### config.mk
export PLATFORM = sky130hd
export DESIGN_NAME = tcmp_unit
export DESIGN_NICKNAME = d
export VERILOG_FILES = /design/src/rtl/tcmp_pkg.sv /design/src/rtl/tcmp_regs.sv /design/src/rtl/tcmp_match.sv /design/src/rtl/tcmp_action.sv /design/src/rtl/tcmp_unit.sv
export SDC_FILE = /design/constraint.sdc
export NUM_CORES = 1
export LEC_CHECK = 0
export BUFFER_PORTS_ARGS = -buffer_cell sky130_fd_sc_hd__buf_2
export CAP_MARGIN = 5
export CORE_MARGIN = 8
export CORE_UTILIZATION = 50
export CTS_CLUSTER_SIZE = 10
export DETAILED_ROUTE_END_ITERATION = 16
export PLACE_DENSITY = 0.77
export SLEW_MARGIN = 20
export SYNTH_ARGS = -nofsm -noshare
export SYNTH_HDL_FRONTEND = slang
export SYNTH_SLANG_ARGS = --single-unit
### constraint.sdc
create_clock -name clk -period 3.4 [get_ports clk]
set_clock_uncertainty 0.15 [all_clocks]
set_input_delay 0 -clock clk [delete_from_list [all_inputs] [get_ports clk]]
set_output_delay 0 -clock clk [all_outputs]
set_load 0.005 [all_outputs]
### src/rtl/tcmp_pkg.sv
// Package: shared mode encoding and helper types for the timer compare unit.
// Assumes the mode field is 4 bits wide; the codes below are the behaviour.
package tcmp_pkg;

    localparam int MODE_W = 4;

    typedef logic [MODE_W-1:0] mode_t;

    localparam mode_t MD_IDLE    = 4'b0000;
    localparam mode_t MD_DRV_HI  = 4'b1000;
    localparam mode_t MD_DRV_LO  = 4'b1001;
    localparam mode_t MD_FLAG    = 4'b1010;
    localparam mode_t MD_EVENT   = 4'b1011;

    // Pin levels forced when a compare mode is entered.
    typedef struct packed {
        logic force_lo;
        logic force_hi;
    } entry_t;

    // True for the compare group 4'b10xx.
    function automatic logic is_compare(input mode_t m);
        return m[MODE_W-1 -: 2] == 2'b10;
    endfunction

endpackage

### src/rtl/tcmp_regs.sv
// Module: compare value and mode registers, plus detection of mode entry.
// Assumes TMR_W >= the mode width; the mode takes the low bits of wr_data.
// The entry outputs are combinational and valid at the edge of the write.
module tcmp_regs
    import tcmp_pkg::*;
#(
    parameter int TMR_W = 16
) (
    input  logic             clk,
    input  logic             rst_n,
    input  logic             wr_en,
    input  logic             wr_addr,
    input  logic [TMR_W-1:0] wr_data,
    output logic [TMR_W-1:0] cmp_q,
    output mode_t            mode_q,
    output entry_t           entry
);

    mode_t new_mode;
    logic  mode_wr;
    logic  mode_change;

    // Decode the mode write and whether it changes the current mode.
    always_comb begin
        new_mode    = wr_data[MODE_W-1:0];
        mode_wr     = wr_en && wr_addr;
        mode_change = mode_wr && (new_mode != mode_q);
    end

    // Entry levels: a new 1000 forces low, a 1001 entered from outside the group forces high.
    always_comb begin
        entry.force_lo = mode_change && (new_mode == MD_DRV_HI);
        entry.force_hi = mode_change && (new_mode == MD_DRV_LO) && !is_compare(mode_q);
    end

    // Compare value register.
    always_ff @(posedge clk) begin
        if (!rst_n)
            cmp_q <= '0;
        else if (wr_en && !wr_addr)
            cmp_q <= wr_data;
    end

    // Mode register.
    always_ff @(posedge clk) begin
        if (!rst_n)
            mode_q <= MD_IDLE;
        else if (mode_wr)
            mode_q <= new_mode;
    end

    p_cmp_load_r1: assert property (@(posedge clk) disable iff (!rst_n)
        (wr_en && !wr_addr) |=> cmp_q == $past(wr_data))
        else $error("compare value not loaded");

    p_mode_hold_r1: assert property (@(posedge clk) disable iff (!rst_n)
        !(wr_en && wr_addr) |=> $stable(mode_q))
        else $error("mode changed without a write");

    p_entry_excl_r6: assert property (@(posedge clk) disable iff (!rst_n)
        !(entry.force_lo && entry.force_hi))
        else $error("both entry levels requested");

endmodule

### src/rtl/tcmp_match.sv
// Module: equality detector that reports a match only on the first cycle
// the timer equals the compare value. Assumes both inputs are synchronous.
module tcmp_match #(
    parameter int TMR_W = 16
) (
    input  logic             clk,
    input  logic             rst_n,
    input  logic [TMR_W-1:0] timer_val,
    input  logic [TMR_W-1:0] cmp_val,
    output logic             hit
);

    logic eq_now;
    logic eq_last;

    // Compare the two counts.
    always_comb begin
        eq_now = (timer_val == cmp_val);
        hit    = eq_now && !eq_last;
    end

    // Remember the previous equality so that a held equality fires once.
    always_ff @(posedge clk) begin
        if (!rst_n)
            eq_last <= 1'b0;
        else
            eq_last <= eq_now;
    end

    p_one_hit_r2: assert property (@(posedge clk) disable iff (!rst_n)
        hit |=> !hit)
        else $error("match repeated on consecutive cycles");

endmodule

### src/rtl/tcmp_action.sv
// Module: output state for the pin, the interrupt flag and the event pulse.
// Assumes mode_q is the mode before any write at the same edge; entry
// forcing takes priority over the pin action of a match.
module tcmp_action
    import tcmp_pkg::*;
(
    input  logic   clk,
    input  logic   rst_n,
    input  logic   hit,
    input  mode_t  mode_q,
    input  entry_t entry,
    input  logic   flag_clr,
    output logic   pin_q,
    output logic   flag_q,
    output logic   evt_q
);

    logic cmp_hit;
    logic no_force;

    // Qualify the match with the compare group.
    always_comb begin
        cmp_hit  = hit && is_compare(mode_q);
        no_force = !entry.force_lo && !entry.force_hi;
    end

    // Pin level: entry forcing first, then the match action of the current mode.
    always_ff @(posedge clk) begin
        if (!rst_n)
            pin_q <= 1'b0;
        else if (entry.force_lo)
            pin_q <= 1'b0;
        else if (entry.force_hi)
            pin_q <= 1'b1;
        else if (hit && mode_q == MD_DRV_HI)
            pin_q <= 1'b1;
        else if (hit && mode_q == MD_DRV_LO)
            pin_q <= 1'b0;
    end

    // Sticky flag: a match beats a clear in the same cycle.
    always_ff @(posedge clk) begin
        if (!rst_n)
            flag_q <= 1'b0;
        else if (cmp_hit)
            flag_q <= 1'b1;
        else if (flag_clr)
            flag_q <= 1'b0;
    end

    // One-cycle event trigger.
    always_ff @(posedge clk) begin
        if (!rst_n)
            evt_q <= 1'b0;
        else
            evt_q <= hit && (mode_q == MD_EVENT);
    end

    p_pin_high_r3: assert property (@(posedge clk) disable iff (!rst_n)
        (hit && mode_q == MD_DRV_HI && no_force) |=> pin_q)
        else $error("pin not high after match");

    p_pin_low_r4: assert property (@(posedge clk) disable iff (!rst_n)
        (hit && mode_q == MD_DRV_LO && no_force) |=> !pin_q)
        else $error("pin not low after match");

    p_pin_keep_r5: assert property (@(posedge clk) disable iff (!rst_n)
        (hit && (mode_q == MD_FLAG || mode_q == MD_EVENT) && no_force) |=> $stable(pin_q))
        else $error("pin moved in a flag-only mode");

    p_entry_low_r6: assert property (@(posedge clk) disable iff (!rst_n)
        entry.force_lo |=> !pin_q)
        else $error("pin not low on entry");

    p_entry_high_r7: assert property (@(posedge clk) disable iff (!rst_n)
        entry.force_hi |=> pin_q)
        else $error("pin not high on entry");

    p_flag_set_r8: assert property (@(posedge clk) disable iff (!rst_n)
        cmp_hit |=> flag_q)
        else $error("flag not set on match");

    p_flag_clr_r9: assert property (@(posedge clk) disable iff (!rst_n)
        (flag_clr && !cmp_hit) |=> !flag_q)
        else $error("flag not cleared");

    p_evt_single_r10: assert property (@(posedge clk) disable iff (!rst_n)
        evt_q |=> !evt_q)
        else $error("event pulse longer than one cycle");

    p_evt_mode_r10: assert property (@(posedge clk) disable iff (!rst_n)
        evt_q |-> $past(mode_q) == MD_EVENT)
        else $error("event pulse outside event mode");

endmodule

### src/rtl/tcmp_unit.sv
// Module: timer compare output unit top level. Connects the register file,
// the match detector and the output state. Assumes timer_val is synchronous
// to clk and that reset is held for at least one edge.
module tcmp_unit
    import tcmp_pkg::*;
#(
    parameter int TMR_W = 16
) (
    input  logic             clk,
    input  logic             rst_n,
    input  logic             wr_en,
    input  logic             wr_addr,
    input  logic [TMR_W-1:0] wr_data,
    input  logic [TMR_W-1:0] timer_val,
    input  logic             flag_clr,
    output logic             pin_out,
    output logic             irq_flag,
    output logic             evt_pulse
);

    logic [TMR_W-1:0] cmp_q;
    mode_t            mode_q;
    entry_t           entry;
    logic             hit;

    tcmp_regs #(.TMR_W(TMR_W)) u_regs (
        .clk     (clk),
        .rst_n   (rst_n),
        .wr_en   (wr_en),
        .wr_addr (wr_addr),
        .wr_data (wr_data),
        .cmp_q   (cmp_q),
        .mode_q  (mode_q),
        .entry   (entry)
    );

    tcmp_match #(.TMR_W(TMR_W)) u_match (
        .clk       (clk),
        .rst_n     (rst_n),
        .timer_val (timer_val),
        .cmp_val   (cmp_q),
        .hit       (hit)
    );

    tcmp_action u_action (
        .clk      (clk),
        .rst_n    (rst_n),
        .hit      (hit),
        .mode_q   (mode_q),
        .entry    (entry),
        .flag_clr (flag_clr),
        .pin_q    (pin_out),
        .flag_q   (irq_flag),
        .evt_q    (evt_pulse)
    );

    p_idle_quiet_r5: assert property (@(posedge clk) disable iff (!rst_n)
        (hit && !is_compare(mode_q) && !flag_clr) |=> ($stable(irq_flag) && !evt_pulse))
        else $error("idle mode reacted to a match");

endmodule

==> metrics <==
status finished clean; port bufs 39; Worst path slowest cell dlygate4sd3_1; Clock Latency Late Sink 0.31 ns; Req. time, crit path 3.51 ns; largest delay contributor family on the critical path buffers and inverters; Worst Hold Class primary input to flip-flop; share of the synthesized area in the top cell type 45.9%; largest net degree at the start of global routing 23; Die X 61.8 µm; CTS clk-pin slew, worst paths 0.13 ns; RSZ-0062 raised after global routing no; drc violations 0; TNS Setup 0 ns; First DRT Iteration DRCs 20; Tmin final 2.44 ns; ANT cells 0; highest clock rate 410 MHz; Resize count post-CTS 0; initial cell density of the core 53.4%; Final #Nets 229; core area 1960 µm²; Avg Cell Area, Syn 7.93 µm²; leakage power 0.000666 µW; GRT Total Usage 16.4%; GRT overflow 0; vias 1113; max cap viols 0; Rel. slew slack 28.1%; Worst Path Buf+Inv 4; total wire length 3000 µm; Synth warnings 0; CP most frequent cell dlygate4sd3_1; die span in y 61.8 µm; Area contributors post-synth dfxtp_1 (46%), xor2_1 (14%), nand2_1 (13%), a21oi_1 (10%), nand3_1 (2.9%); Synth Instances 132; Peak VDD IR 0.000258 V; period utilization 71.8%; TritonCTS clock tree yes; CP startpoint kind primary input; Row Count 16; most frequent cells in the layout buf_2 (39), nand2_1 (37), dfxtp_1 (24); clock sinks 24; ANT nets after route 0; cells along the critical path dlygate4sd3_1 -> buf_2 -> nand2_1 -> nor3_1 -> nand4_1 -> dlygate4sd3_1 -> a31oi_1 -> dlygate4sd3_1; layout cells sized above 1 23.0%; synth unique cells 17; number of global-route vias before repair 1144; pwr dens 356 nW/µm²; Syn Nets 169; Crit. End Element flip-flop; most common cell after layout, fill and taps aside buf_2; final hold vios 0; pins over their slew limit 0; critical path type primary input to flip-flop; root buf cell clkbuf_4; CP max FO 7; Setup Viol. Count Final 0; num ports 40; antenna violations before repair 0; maximum root-to-sink buffer count 2; H-Tree Depth 1; RD Place Congestion 0.764; Synth Register Bits 24; sequential area share after synthesis 45.9%; worst-margin pin slew 1.08 ns; slowest cell delay on critical path 0.58 ns; global-route wire length before repair 4690 µm; drt first pass iters 4; biggest area consumer among synthesized cells dfxtp_1; Layout area overhead 44.2%; die area 3810 µm²; hpwl dp 1940 µm; total CTS buffers 3; Vias/cell 5.11; arrival time at the worst endpoint 2.55 ns; post-synthesis cell area 1050 µm²; Pwr Total 538 µW; Avg WL per Cell 13.8 µm
## repair_timing
| action | in CTS | in global routing |
|---|---|---|
| buffers inserted | 0 | 0 |
| endpoints found under the hold margin | 23 | 0 |
| setup endpoints to repair | 0 | 0 |
| hold buffers | 22 | 0 |
## logic make-up after synthesis
| family | after synthesis | share of synthesized area, % |
|---|---|---|
| AOI/OAI and AO/OA | 24 | 11.6 |
| xor gates and xnor gates | 17 | 14.2 |
| buffers and inverters | 7 | 2.51 |
| DFF | 24 | 45.9 |
| and+or+nand+nor | 60 | 25.8 |
## stage by stage
step / instance area, µm² / setup slack (ns) / cells / utilization [%] / hold slack (ns)
final: 1510 / 0.960 / 218 / 77.0 / 0.0377
after CTS: 1510 / 1.03 / 218 / 77.0 / 0.0424
after global routing: 1510 / 0.860 / 218 / 77.0 / 0.0762
after global placement: 1250 / 1.67 / 192 / 63.9 / 0.0904
after detailed placement: 1250 / 1.60 / 192 / 63.9 / 0.0972
after floorplan: 1050 / 1.82 / 132 / - / -0.0143
## cell type report
type	instances	area (µm²)
clock buffers	4	36.3
fillers	146	452
multi-input cells	101	541
inverters	1	3.75
well taps	27	33.8
repair buffers	61	415
flip-flops and latches	24	480
## worst reg2reg max path, stage by stage (launching register included)
cell and delay [ns]:
dfxtp_1 0.35, xor2_1 0.16, nor4_1 0.33, nand4_1 0.22, or3_1 0.39, a31oi_1 0.16
dlygate4sd3_1 0.56
## power by group
part	total (µW)	internal [µW]	switching, µW
Sequential	300	292	7.45
Combinational	87.7	47.5	40.2
Clock	150	65.4	85.1
Total	538	405	133
## synth_stat cells
| master | number |
|---|---|
| inv_1 | 1 |
| nor4_1 | 4 |
| nor3_1 | 1 |
| xor2_1 | 17 |
| a21oi_1 | 21 |
| nor2b_1 | 1 |
| nand2b_1 | 3 |
| nand4_1 | 2 |
| or3_1 | 3 |
| clkbuf_1 | 6 |
| a31oi_1 | 1 |
| or3_2 | 1 |
| nand3_1 | 6 |
| dfxtp_1 | 24 |
| nor2_1 | 2 |
| nand2_1 | 37 |
| o21ai_0 | 2 |
## final timing paths
check             cells after the start                          start  slack, ns                       endpoint
setup / recovery                      8                          wr_en       0.96    u_action.pin_q$_SDFFE_PP0P_
hold / removal                        5                  timer_val[15]       0.04     u_match.eq_last$_SDFF_PN0_
setup reg to reg                      6   u_regs.cmp_q[3]$_SDFFE_PN0P_       1.03    u_action.pin_q$_SDFFE_PP0P_
hold reg to reg                       2  u_regs.mode_q[2]$_SDFFE_PN0P_       0.31  u_regs.mode_q[2]$_SDFFE_PN0P_
## sequential cells by signal, indices dropped and copies added (netlist names)
register / count
u_action.evt_q: 1
u_action.pin_q: 1
u_regs.mode_q: 4
u_match.eq_last: 1
u_regs.cmp_q: 16
u_action.flag_q: 1
## metal layers
metal  up-vias  global-route usage [%]  routed length, µm
met5         -                       0                  0
met4         0                    8.12                 78
met3        10                    3.29                201
met2        41                    30.4               1570
met1       502                    16.9               1150
li1        560                       -                  -
No activity file was read; power rests on OpenSTA's default activity.
